==> config.mk <==
export PLATFORM = sky130hd
export DESIGN_NAME = itc_fifo_cell
export DESIGN_NICKNAME = d
export VERILOG_FILES = /design/src/rtl/itc_pkg.sv /design/src/rtl/itc_view_decode.sv /design/src/rtl/itc_cell_ram.sv /design/src/rtl/itc_wait_mask.sv /design/src/rtl/itc_fifo_cell.sv
export SDC_FILE = /design/constraint.sdc
export NUM_CORES = 1
export LEC_CHECK = 0
export BUFFER_PORTS_ARGS = -buffer_cell sky130_fd_sc_hd__buf_2
export CORE_ASPECT_RATIO = 1.1
export CORE_MARGIN = 1
export CORE_UTILIZATION = 59
export DETAILED_ROUTE_END_ITERATION = 10
export GPL_TIMING_DRIVEN = 0
export PLACE_DENSITY = 0.79
export RECOVER_POWER = 50
export SETUP_SLACK_MARGIN = 0.05
export SYNTH_ARGS = -nofsm -noshare
export SYNTH_HDL_FRONTEND = slang
export SYNTH_SLANG_ARGS = --single-unit
export TNS_END_PERCENT = 1
==> constraint.sdc <==
create_clock -name clk -period 9.79 [get_ports clk]
set_clock_uncertainty 0.05 [all_clocks]
set_input_delay 0.4895 -clock clk [delete_from_list [all_inputs] [get_ports clk]]
set_output_delay 0.4895 -clock clk [all_outputs]
set_load 0.01 [all_outputs]
==> src/rtl/itc_pkg.sv <==
package itc_pkg;
  typedef enum logic [1:0] {
    VIEW_NONE = 2'b00,
    VIEW_SYNC = 2'b01,
    VIEW_TRY  = 2'b10,
    VIEW_RSVD = 2'b11
  } itc_view_e;
endpackage

==> src/rtl/itc_view_decode.sv <==
module itc_view_decode
  import itc_pkg::*;
(
  input  logic [1:0] view,
  output logic       is_sync,
  output logic       is_try,
  output logic       is_bad
);
  always_comb begin
    is_sync = 1'b0;
    is_try  = 1'b0;
    is_bad  = 1'b0;
    case (itc_view_e'(view))
      VIEW_SYNC: is_sync = 1'b1;
      VIEW_TRY:  is_try  = 1'b1;
      default:   is_bad  = 1'b1;
    endcase
  end
endmodule

==> src/rtl/itc_cell_ram.sv <==
module itc_cell_ram #(
  parameter int DEPTH  = 8,
  parameter int DATA_W = 64,
  localparam int PTR_W = $clog2(DEPTH)
) (
  input  logic              clk,
  input  logic              we,
  input  logic [PTR_W-1:0]  waddr,
  input  logic [DATA_W-1:0] wdata,
  input  logic              re,
  input  logic [PTR_W-1:0]  raddr,
  output logic [DATA_W-1:0] rdata
);
  logic [DATA_W-1:0] mem [DEPTH];

  always_ff @(posedge clk) begin
    if (we) mem[waddr] <= wdata;
    if (re) rdata <= mem[raddr];
  end
endmodule

==> src/rtl/itc_wait_mask.sv <==
module itc_wait_mask #(
  parameter int THREADS = 64,
  localparam int TID_W = $clog2(THREADS)
) (
  input  logic               clk,
  input  logic               rst,
  input  logic               set_en,
  input  logic [TID_W-1:0]   set_tid,
  input  logic               clr_en,
  output logic [THREADS-1:0] mask
);
  always_ff @(posedge clk) begin
    if (rst)         mask <= '0;
    else if (set_en) mask <= mask | (THREADS'(1) << set_tid);
    else if (clr_en) mask <= '0;
  end
endmodule

==> src/rtl/itc_fifo_cell.sv <==
module itc_fifo_cell #(
  parameter int DEPTH   = 8,
  parameter int DATA_W  = 64,
  parameter int THREADS = 64,
  localparam int TID_W  = $clog2(THREADS),
  localparam int PTR_W  = $clog2(DEPTH),
  localparam int CNT_W  = $clog2(DEPTH + 1)
) (
  input  logic               clk,
  input  logic               rst,
  input  logic               fifo_mode,
  input  logic               req_valid,
  input  logic [TID_W-1:0]   req_tid,
  input  logic [1:0]         req_view,
  input  logic               req_write,
  input  logic [DATA_W-1:0]  req_wdata,
  output logic               rsp_valid,
  output logic [DATA_W-1:0]  rsp_rdata,
  output logic               rsp_stall,
  output logic               view_err,
  output logic [THREADS-1:0] wake,
  output logic               empty_tag,
  output logic               full_tag
);
  localparam logic [CNT_W-1:0] FULL_CNT = CNT_W'(DEPTH);

  logic is_sync, is_try, is_bad;
  logic acc_ok, do_rd, do_wr, blocked, go, pop, push;
  logic [PTR_W-1:0] out_ptr, in_idx;
  logic [CNT_W-1:0] count, count_nxt;
  logic [THREADS-1:0] mask;
  logic [DATA_W-1:0] ram_q;
  logic pop_q;

  itc_view_decode u_dec (
    .view(req_view), .is_sync(is_sync), .is_try(is_try), .is_bad(is_bad)
  );

  always_comb begin
    acc_ok  = req_valid && (is_sync || is_try) && fifo_mode;
    do_rd   = acc_ok && !req_write;
    do_wr   = acc_ok && req_write;
    blocked = is_sync && ((do_rd && empty_tag) || (do_wr && full_tag));
    go      = (do_rd || do_wr) && !blocked;
    pop     = go && do_rd && (count != '0);
    push    = go && do_wr && (count != FULL_CNT);
    in_idx  = out_ptr + count[PTR_W-1:0];
    count_nxt = count;
    if (pop)  count_nxt = count - 1'b1;
    if (push) count_nxt = count + 1'b1;
  end

  itc_cell_ram #(.DEPTH(DEPTH), .DATA_W(DATA_W)) u_ram (
    .clk(clk), .we(push), .waddr(in_idx), .wdata(req_wdata),
    .re(pop), .raddr(out_ptr), .rdata(ram_q)
  );

  itc_wait_mask #(.THREADS(THREADS)) u_mask (
    .clk(clk), .rst(rst), .set_en(blocked), .set_tid(req_tid),
    .clr_en(go), .mask(mask)
  );

  always_ff @(posedge clk) begin
    if (rst) begin
      out_ptr   <= '0;
      count     <= '0;
      empty_tag <= 1'b1;
      full_tag  <= 1'b0;
    end else begin
      count <= count_nxt;
      if (pop) out_ptr <= out_ptr + 1'b1;
      if (do_rd) begin
        full_tag <= 1'b0;
        if (go && count_nxt == '0) empty_tag <= 1'b1;
      end
      if (do_wr) begin
        empty_tag <= 1'b0;
        if (go && count_nxt == FULL_CNT) full_tag <= 1'b1;
      end
    end
  end

  always_ff @(posedge clk) begin
    if (rst) begin
      rsp_valid <= 1'b0;
      rsp_stall <= 1'b0;
      view_err  <= 1'b0;
      wake      <= '0;
      pop_q     <= 1'b0;
    end else begin
      rsp_valid <= req_valid;
      rsp_stall <= blocked;
      view_err  <= req_valid && is_bad;
      wake      <= go ? mask : '0;
      pop_q     <= pop;
    end
  end

  assign rsp_rdata = pop_q ? ram_q : '0;
endmodule

==> metrics.cfg, run 1 <==
[floorplanning]
die_w_um=202.6
pin_count=210
core_um2=43540
rows=80
die_h_um=222.7
initial_core_util_pct=60.00
dieArea_um2=45130

[cells_and_area]
multi_input_area_um2=5742
area_growth_pct=16.09
stdcell_count=2291
seq_area_um2=20120
fillers=2708
drive_above_1_share_pct=25.64
stdcell_area_um2=30330
fin_nets=1750

[synthesis]
yosysTopAreaCellShare_pct=66.20
synthSimpleGateAreaFrac_pct=5.689
synth_nets=1422
syn_area_per_cell_um2=19.51
synthAdderAreaFrac_pct=0.3161
synth_seq_cells=717
synthMuxAreaShare_pct=13.87
synthTopCellsByArea=edfxtp_1 (66%), mux4_2 (11%), dfxtp_1 (11%)
yosysUniqueCellTypes=40
synthArstFlopShare_pct=0
synth_top_family_by_area=multiplexers
syn_area_um2=26130
ys_seq_area_share_pct=77.01
syn_inst=1339
synth-edff-count=576
synth_ff_type=edfxtp_1
yosys_warnings=0
synth_largest_area_cell=edfxtp_1
synth_xor_area_share_pct=0.3304
synth-compound-area-share_pct=1.700

[timing]
min_period_ps=3628
fmax_mhz=275.7
setup_viol=0
holdWs_ps=117.4
rsz0062_at_grt=no
hold_viol_final=0
finalMaxSlewViolations=0
max_slew.worst_pin.slew_ps=1166
fin_crit_sh_pct=37.05
relSlewSlack_pct=22.27

[power]
p_sw_mw=1.132
internal_power_mw=4.655
peakVddDrop_v=0.0002142
power_frac_comb_pct=1.7
p_total_mw=5.787
clkPwrFrac_pct=41.3
leakage_nw=9.954
switching_share_pct=19.56
seqPwrFrac_pct=57.0
p_per_area_nw_per_um2=190.8

[clock_network]
path_clk_slew_ps=60
cts_tree=built
numCtsBuffers=68
cts_root_buffer=clkbuf_16
cts_sinks=717
cts_resized=0
clockBufferDepth=3
htreeDepth=3
clock_latency_ps=600
cts_setup_buffers=0
cts_hold_buf=0

[global_route]
antenna_found_initial=3
grt_pass1_wl_mm=81.79
grt_max_degree=72
grt_pass1_vias=13630
grt_usage_pct=24.96
grt_overflow_total=0

[critical_path]
endpoint_kind=register
path_class=reg2reg
required_ps=10040
critPathArrivalTime_ps=3870
r2r_slack_ps=6160
crit_fanout=7
start_kind=register

[placed_design]
place_area_um2=28540
dp.cells=2171
gp_congestion=0.8674
port_buffers=209
dpl.hpwl_mm=34.64

[status]
outcome=completed

[routing]
viasPerCell=5.853
dr_total_vias=13410
drt_wl_total_mm=55.29
drtIter0Drc=1067
post_drt_wl_per_cell_um=24.13
ant_nets=0
firstDrtPassIters=5
drc=0

[run]
cap_violations=0

[hold_path]
hold_class=in2reg

-- cell usage in the layout, fill, tap and decap left out, types with 2 or more instances in the layout --
cell type | netlist | final
clkinvlp_4 | 0 | 5
buf_16 | 0 | 3
buf_1 | 12 | 11
and2_0 | 0 | 51
nor3_2 | 0 | 2
nor2_1 | 85 | 84
xor2_1 | 3 | 3
and3b_1 | 2 | 2
nor2_4 | 4 | 5
buf_2 | 21 | 90
clkbuf_1 | 29 | 187
clkinv_1 | 0 | 11
buf_12 | 0 | 7
nor4_2 | 0 | 2
o41ai_2 | 2 | 2
nand2_1 | 12 | 12
nand2b_1 | 3 | 3
mux4_2 | 128 | 128
and2_1 | 133 | 82
buf_6 | 0 | 13
inv_1 | 5 | 5
clkinv_2 | 0 | 11
ha_1 | 5 | 5
mux2_2 | 64 | 64
mux2i_1 | 2 | 2
edfxtp_1 | 576 | 576
xnor2_1 | 5 | 5
nand4b_1 | 2 | 2
nor4_1 | 4 | 2
inv_6 | 0 | 2
a21oi_1 | 69 | 69
nor3_1 | 9 | 7
nand3_1 | 3 | 3
dfxtp_1 | 141 | 141
buf_8 | 0 | 4
clkbuf_8 | 0 | 2
buf_4 | 0 | 22
nor2b_1 | 5 | 5
clkbuf_16 | 0 | 70
-- cells by family (layout without fill, tap and decap cells) --
| kind of cell | count (synthesis) | after routing |
|---|---|---|
| xor gates and xnor gates | 9 | 9 |
| and+or+nand+nor | 269 | 269 |
| buffers and inverters | 68 | 445 |
| other | 0 | 1 |
| DFF | 717 | 717 |
| AOI/OAI and AO/OA | 76 | 76 |
| muxes | 194 | 194 |
| adders and majority gates | 6 | 6 |
-- critical path, cell delays in order, from the launching register on --
cell and delay [ps]:
dfxtp_1 380, ha_1 220, fa_1 370, xnor2_1 270
xor2_1 280, nor4_2 560, buf_4 300, buf_4 200
buf_4 190, buf_4 170, buf_4 160, buf_4 170
-- through the flow --
step | setup TNS, ps | worst slack (ps) | util (%)
final | 0 | 6162 | 69.66
after global routing | 0 | 6049 | 69.65
after CTS | 0 | 6177 | 70.13
after detailed placement | 0 | 6108 | 65.54
after global placement | -794660 | -4905 | 64.05
after floorplan | 0 | 1648 | -
-- sequential cells by signal, summed over array words and instances (netlist names) --
register and cells:
count 4, empty_tag 1, full_tag 1, out_ptr 3, pop_q 1, rsp_stall 1, rsp_valid 1, u_mask.mask 64
u_ram.mem 512, u_ram.rdata 64, view_err 1, wake 64
-- Yosys cell counts (2+ instances only) --
library cell / n
a21oi_1: 69
and2_1: 133
and3b_1: 2
buf_1: 12
buf_2: 21
clkbuf_1: 29
dfxtp_1: 141
edfxtp_1: 576
ha_1: 5
inv_1: 5
mux2_2: 64
mux2i_1: 2
mux4_2: 128
nand2_1: 12
nand2b_1: 3
nand3_1: 3
nand4b_1: 2
nor2_1: 85
nor2_4: 4
nor2b_1: 5
nor3_1: 9
nor4_1: 4
o41ai_2: 2
xnor2_1: 5
xor2_1: 3
-- final timing paths --
path                           startpoint                          to  depth (start not counted)
max                   count[0]$_SDFF_PP0_  u_ram.mem[4][39]$_DFFE_PP_                         11
min                                   rst        rsp_valid$_SDFF_PP0_                          2
max reg2reg           count[0]$_SDFF_PP0_  u_ram.mem[4][39]$_DFFE_PP_                         11
min reg2reg  u_mask.mask[17]$_SDFFE_PP0P_         wake[17]$_SDFF_PP0_                          1
-- cell type report --
type / instances / share of cell area, %
Sequential cell: 717 / 66.33
Antenna cell: 1 / 0.008250
Timing Repair Buffer: 258 / 4.855
Tap cell: 574 / 2.368
Clock buffer: 90 / 6.093
Inverter: 6 / 0.08250
Clock inverter: 29 / 0.4992
Buffer: 62 / 0.8292
Multi-Input combinational cell: 554 / 18.93
-- power by group through the flow --
| stage | sequential [mW] | clock, mW | combinational [mW] |
|---|---|---|---|
| 3_5_place_dp | 3.36 | 0 | 0.100 |
| 2_1_floorplan | 3.36 | 0 | 0.0410 |
| 3_3_place_gp | 3.37 | 0 | 0.0910 |
| 6_report | 3.30 | 2.39 | 0.0975 |
| 5_1_grt | 3.30 | 2.54 | 0.106 |
| 4_1_cts | 3.30 | 2.43 | 0.102 |
-- metal layers --
layer	track usage, %	vias to the layer above	share of wire (%)
li1	-	5864	-
met1	32.08	6760	38
met2	42.12	668	50
met3	5.192	113	8.4
met4	9.338	4	2.7
met5	0	-	0.045
(Power assumes the default switching activity.)
==> run 2, diff against run 1 <==
ABC_AREA = 1   (was not set)
clock period = 3.45 ns   (was 9.79 ns; I/O delays follow)
==> metrics.cfg, run 2 <==
[timing]
finalMaxSlewViolations=0  ; unchanged
min_period_ps=3152
rsz0062_at_grt=no
fin_setup_tns_ps=0  ; unchanged
fin_crit_sh_pct=91.36
setup_viol=0  ; unchanged
layout_setup_ws_ps=298.0  ; -5864 ps
holdWs_ps=21.42  ; -96.01 ps
fmax_mhz=317.3
relSlewSlack_pct=31.00  ; +8.7 points
max_slew.worst_pin.slew_ps=1035  ; -130.9 ps
hold_viol_final=0  ; unchanged

[power]
leakage_nw=11.29  ; +13%
internal_power_mw=13.64  ; +190%
power_frac_comb_pct=2.4  ; +0.7 points
peakVddDrop_v=0.0004633  ; +120%
switching_share_pct=19.90  ; +0.33 points
seqPwrFrac_pct=55.0  ; -2.0 points
p_per_area_nw_per_um2=536.0  ; +180%
p_sw_mw=3.387  ; +200%
clkPwrFrac_pct=42.6  ; +1.3 points

[synthesis]
yosysTopAreaCellShare_pct=64.31  ; -1.9 points
yosysUniqueCellTypes=32  ; -20%
synth_ff_type=edfxtp_1
synthTopCellsByCount=nor2_1 (582), edfxtp_1 (576), o21ai_0 (258)
synthArstFlopShare_pct=0  ; unchanged
synth-edff-count=576  ; unchanged
synth_largest_area_cell=edfxtp_1
synthTopCellsByArea=edfxtp_1 (64%), dfxtp_1 (10%), nor2_1 (8.1%)
syn_area_um2=26900  ; +2.9%
yosys_warnings=0  ; unchanged
syn_area_per_cell_um2=12.03  ; -38%
synth_nets=2319  ; +63%
yosysMostFrequentCell=nor2_1
ys_seq_area_share_pct=74.80  ; -2.2 points
synth_seq_cells=717  ; unchanged
syn_inst=2236  ; +67%

[clock_network]
cts_tree=built
path_clk_slew_ps=60  ; about the same
numCtsBuffers=69  ; +1.5%
cts_sinks=717  ; unchanged
cts_hold_buf=69  ; +69
cts_setup_buffers=0  ; unchanged
clock_latency_ps=600  ; about the same
cts_resized=0  ; unchanged
clockBufferDepth=3  ; unchanged
cts_root_buffer=clkbuf_16
htreeDepth=3  ; unchanged

[floorplanning]
dieArea_um2=46440  ; +2.9%
die_h_um=225.9  ; +1.4%
pin_count=210  ; unchanged
rows=81  ; +1.3%
core_um2=44690  ; +2.6%
initial_core_util_pct=60.18  ; +0.17 points
die_w_um=205.6  ; +1.4%

[cells_and_area]
fillers=2938  ; +8.5%
top_register=u_ram.mem
drive_above_1_share_pct=9.094  ; -17 points
fin_nets=2685  ; +53%
stdcell_count=3236  ; +41%
largest_register_ffs=512  ; unchanged
mostFrequentLayoutCells=nor2_1 (576), edfxtp_1 (576), o21ai_0 (259)
post-route-util_pct=71.06  ; +1.4 points
area_growth_pct=18.09

[hold_path]
holdPathEnd=view_err$_SDFF_PP0_
hold_start=req_view[1]
holdPathStages=5  ; +3
hold_class=in2reg

[critical_path]
r2r_slack_ps=350  ; -5810 ps
required_ps=3680  ; -6360 ps
endpoint_kind=register
start_kind=input port
r2r_cells=8  ; -3
reg2reg_from=count[0]$_SDFF_PP0_
critPathArrivalTime_ps=3380  ; -490 ps
r2r-end=u_ram.mem[4][26]$_DFFE_PP_
path_class=in2reg
crit_fanout=27  ; +20

[routing]
dr_total_vias=18900  ; +41%
viasPerCell=5.841  ; -0.20%
drt_wl_total_mm=67.70  ; +22%
post_drt_wl_per_cell_um=20.92  ; -13%
drc=0  ; unchanged
ant_nets=0  ; unchanged
drtIter0Drc=1959  ; +84%
firstDrtPassIters=5  ; unchanged

[global_route]
grt_pass1_vias=18450  ; +35%
grt_overflow_total=0  ; unchanged
grt_max_degree=52  ; -28%
antenna_found_initial=5  ; +2
grt_pass1_wl_mm=101.5  ; +24%
grt_usage_pct=29.19  ; +4.2 points

[status]
outcome=completed

[placed_design]
pre_cts_slack_ps=279.4  ; -5828 ps
port_buffers=207  ; -0.96%
dp.cells=3043  ; +40%
dpl.hpwl_mm=42.26  ; +22%
gp_congestion=0.9502  ; +9.5%

[run]
cap_violations=0  ; unchanged

run 2: cell count changes in the layout (fill, tap and decap cells not counted), moves of 69 or more:
| cell | previous run | this run |
|---|---|---|
| nor2_1 | 84 | 576 |
| mux4_2 | 128 | 0 |
| and2_1 | 82 | 0 |
| inv_1 | 5 | 153 |
| o21ai_0 | 1 | 259 |
| dlygate4sd3_1 | 0 | 69 |
| nand2_1 | 12 | 114 |
run 2: power groups by stage:
| stage | combinational, mW | clock [mW] | sequential (mW) |
|---|---|---|---|
| after global placement | 0.315 | 0 | 9.55 |
| after global routing | 0.439 | 7.60 | 9.36 |
| final | 0.406 | 7.26 | 9.36 |
| after floorplan | 0.151 | 0 | 9.55 |
| after detailed placement | 0.344 | 0 | 9.54 |
| after CTS | 0.412 | 7.28 | 9.36 |
run 2: worst max-delay path: stages:
cell and delay (ps):
dlygate4sd3_1 530, buf_2 120, ha_1 330, nor2_4 160, inv_1 80, nor2_2 250
nand3_2 200, or2_2 430, nor2_4 570, buf_12 280, buf_12 230
run 2: logic make-up after synthesis:
logic type                 after synthesis  share of synthesized area [%]
adders and majority gates                6                         0.3070
xor gates and xnor gates                 5                         0.1629
buffers and inverters                  286                          4.252
DFF                                    717                          74.80
and+or+nand+nor                        762                          11.26
AOI/OAI and AO/OA                      460                          9.211
run 2: per-layer routing:
metal  vias up  track usage (%)  part of all wire (%)
li1       8484                -                     -
met1      9011            37.27                    37
met2      1206            48.85                    49
met3       200            4.762                   9.7
met4         2            13.67                   3.8
met5         -                0                 0.024
run 2: worst max-delay path by stage:
stage | from | to | slack [ps]
after CTS | req_view[0] | u_ram.mem[4][36]$_DFFE_PP_ | 330
final | req_view[0] | u_ram.mem[4][26]$_DFFE_PP_ | 300
after global routing | req_view[0] | u_ram.mem[4][26]$_DFFE_PP_ | 100
after global placement | req_view[0] | u_ram.mem[0][30]$_DFFE_PP_ | -1810
after floorplan | req_view[1] | u_ram.mem[4][0]$_DFFE_PP_ | -110
after detailed placement | req_view[0] | u_ram.mem[4][29]$_DFFE_PP_ | 280
run 2: cell type report:
cell class                 instances  area [um^2]  share of cell area [%]
antenna                            5        12.51                 0.03939
buffer                           130        528.0                   1.662
clock buffer                      91         1928                   6.071
clock inverter                    28        214.0                  0.6737
inverter                         156        588.1                   1.852
multi-input combinational       1233         5665                   17.84
sequential                       717        20120                   63.35
tap                              581        726.9                   2.289
timing repair buffer             295         1978                   6.228
run 2: through the flow:
stage          area, um^2  power (mW)
6_report            31760       17.02
5_1_grt             31750       17.40
4_1_cts             31970       17.05
3_5_place_dp        29140       9.888
3_3_place_gp        28680       9.861
2_1_floorplan       26920       9.699
==> run 3, diff against run 2 <==
CORE_UTILIZATION = 60   (was 59)
SYNTH_HIERARCHICAL = 1   (was not set)
==> metrics.cfg, run 3 <==
[synthesis]
yosysTopAreaCellShare_pct=56.62  ; -7.7 points
synth_nets=3293  ; +42%
synth_seq_cells=717  ; unchanged
synth_ff_type=edfxtp_1
yosysUniqueCellTypes=30  ; -6.3%
yosys_warnings=6  ; +6
synthArstFlopShare_pct=0  ; unchanged
syn_area_per_cell_um2=9.520  ; -21%
ys_seq_area_share_pct=65.86  ; -8.9 points
yosysMostFrequentCell=nand2_1
synth-edff-count=576  ; unchanged
synth_largest_area_cell=edfxtp_1
synthTopCellsByCount=nand2_1 (989), inv_1 (732), edfxtp_1 (576)
syn_inst=3209  ; +44%
synthTopCellsByArea=edfxtp_1 (57%), nand2_1 (12%), dfxtp_1 (9.2%)
syn_area_um2=30550  ; +14%

[power]
clkPwrFrac_pct=43.2  ; +0.6 points
p_sw_mw=3.463  ; +2.2%
internal_power_mw=13.76  ; +0.92%
p_per_area_nw_per_um2=481.9  ; -10%
seqPwrFrac_pct=54.3  ; -0.7 points
switching_share_pct=20.10  ; +0.21 points
p_total_mw=17.23  ; +1.2%
peakVddDrop_v=0.0005022  ; +8.4%
leakage_nw=15.72  ; +39%
power_frac_comb_pct=2.5  ; about the same

[clock_network]
cts_resized=0  ; unchanged
clock_latency_ps=620  ; +20 ps
cts_root_buffer=clkbuf_16
path_clk_slew_ps=60  ; about the same
numCtsBuffers=71  ; +2.9%
cts_setup_buffers=0  ; unchanged
cts_sinks=717  ; unchanged
htreeDepth=3  ; unchanged
clockBufferDepth=3  ; unchanged
cts_tree=built

[global_route]
grt_util_met3_pct=3.842  ; -0.92 points
grt_usage_pct=28.89  ; -0.29 points
grt_pass1_wl_mm=114.4  ; +13%
antenna_found_initial=6  ; +1
grt_overflow_total=0  ; unchanged
grt_use_met1_pct=37.63  ; +0.35 points
gr-max-usage-layer=met2
grt_pass1_vias=21400  ; +16%
grt_max_degree=45  ; -13%
grtUsageMet2_pct=48.28  ; -0.57 points

[routing]
drt_wl_total_mm=74.52  ; +10%
viasPerCell=5.241  ; -10%
ant_nets=0  ; unchanged
dr_total_vias=22540  ; +19%
post_drt_wl_per_cell_um=17.33  ; -17%
drtIter0Drc=2321  ; +18%
drc=0  ; unchanged
firstDrtPassIters=5  ; unchanged

[floorplanning]
die_h_um=238.7  ; +5.6%
pin_count=210  ; unchanged
rows=86  ; +6.2%
dieArea_um2=51830  ; +12%
initial_core_util_pct=60.93  ; +0.75 points
core_um2=50140  ; +12%
die_w_um=217.2  ; +5.6%

[timing]
relSlewSlack_pct=4.361  ; -27 points
max_slew.worst_pin.slew_ps=1435  ; +399.6 ps
fin_crit_sh_pct=95.24  ; +3.9 points
holdWs_ps=73.19  ; +51.77 ps
fin_setup_tns_ps=0  ; unchanged
fmax_mhz=304.3  ; -4.1%
finalMaxSlewViolations=0  ; unchanged
min_period_ps=3286  ; +133.9 ps
hold_viol_final=0  ; unchanged
rsz0062_at_grt=no
setup_viol=0  ; unchanged

[critical_path]
required_ps=3700  ; +20 ps
r2r_slack_ps=160  ; -190 ps
r2r-end=u_ram/mem[6][25]$_DFFE_PP_
cp-startpoint=out_ptr[0]$_SDFFE_PP0N_
critPathArrivalTime_ps=3540  ; +160 ps
r2r_cells=9  ; +1
endpoint_kind=register
endpoint=u_ram/mem[6][25]$_DFFE_PP_
path_class=reg2reg
crit_fanout=26  ; -3.7%
start_kind=register
reg2reg_from=out_ptr[0]$_SDFFE_PP0N_

[placed_design]
place_area_um2=32940  ; +13%
dpl.hpwl_mm=46.57  ; +10%
port_buffers=207  ; unchanged
gp_congestion=0.8896  ; -6.4%

[cells_and_area]
seq_area_um2=20120  ; unchanged
final_common_cell=nand2_1
top_register=u_ram/mem
mostFrequentLayoutCells=nand2_1 (992), inv_1 (733), edfxtp_1 (576)
largest_register_ffs=512  ; unchanged
fillers=3550  ; +21%
drive_above_1_share_pct=8.716  ; -0.38 points
fin_nets=3669  ; +37%
area_growth_pct=17.00
stdcell_area_um2=35740  ; +13%
multi_input_area_um2=6882  ; +21%

[hold_path]
holdPathStages=8  ; +3
hold_class=in2reg

[status]
outcome=completed

[run]
cap_violations=0  ; unchanged

-- run 3: worst max-delay path, stage by stage (launching register included) --
cell and delay (ps):
dfxtp_1 470, ha_1 200, inv_1 50, fa_1 370, xnor2_1 190, xor2_1 300, nand2_1 210, nor2_4 570
buf_12 290, buf_12 250
-- run 3: kinds of logic after synthesis --
family,share of synthesized area [%]
fa+ha+maj,0.3113
simple gates,19.83
xor+xnor,0.1434
flops,65.86
compound gates,2.109
buf+inv,11.75
-- run 3: power groups by stage --
stage	registers (mW)	clock network (mW)	logic [mW]
2_1_floorplan	9.54	0	0.170
3_3_place_gp	9.53	0	0.339
3_5_place_dp	9.53	0	0.359
4_1_cts	9.35	7.51	0.434
5_1_grt	9.35	7.87	0.470
6_report	9.35	7.45	0.430
-- run 3: area by class of cell --
| class | instances | share of cell area [%] |
|---|---|---|
| flip-flops and latches | 717 | 56.29 |
| clock inverters | 24 | 0.4341 |
| inverters | 738 | 7.750 |
| diodes | 3 | 0.02100 |
| multi-input cells | 1605 | 19.25 |
| repair buffers | 303 | 5.863 |
| clock buffers | 101 | 5.825 |
| well taps | 660 | 2.310 |
| plain buffers | 149 | 2.254 |
-- run 3: routing by layer --
layer / part of all wire [%] / up-vias
li1: - / 10680
met1: 38 / 10470
met2: 49 / 1187
met3: 8.9 / 200
met4: 3.8 / 4
met5: 0.031 / -
-- run 3: worst min-delay path by stage --
stage / from / to / slack (ps)
after global routing: fifo_mode / empty_tag$_SDFFE_PP1P_ / 110
after global placement: req_valid / rsp_valid$_SDFF_PP0_ / 360
after floorplan: req_wdata[0] / u_ram/mem[0][0]$_DFFE_PP_ / 220
after detailed placement: u_mask/mask[3]$_SDFFE_PP0P_ / wake[3]$_SDFF_PP0_ / 370
after CTS: fifo_mode / empty_tag$_SDFFE_PP1P_ / 60
final: fifo_mode / empty_tag$_SDFFE_PP1P_ / 70
-- run 3: stage by stage --
| step | worst slack (ps) | util (%) | instances |
|---|---|---|---|
| final | 164.2 | 71.28 | 4300 |
| after global routing | 53.67 | 71.28 | 4300 |
| after CTS | 229.4 | 71.68 | 4297 |
| after detailed placement | 254.3 | 65.70 | 4096 |
| after global placement | -1848 | 64.68 | 4076 |
| after floorplan | -144.0 | - | 3209 |
-- run 3: what timing repair did --
action / CTS / global route
hold buffers: 76 / 0
hold endpoints to repair: 557 / 0
setup endpoints to repair: 0 / 0
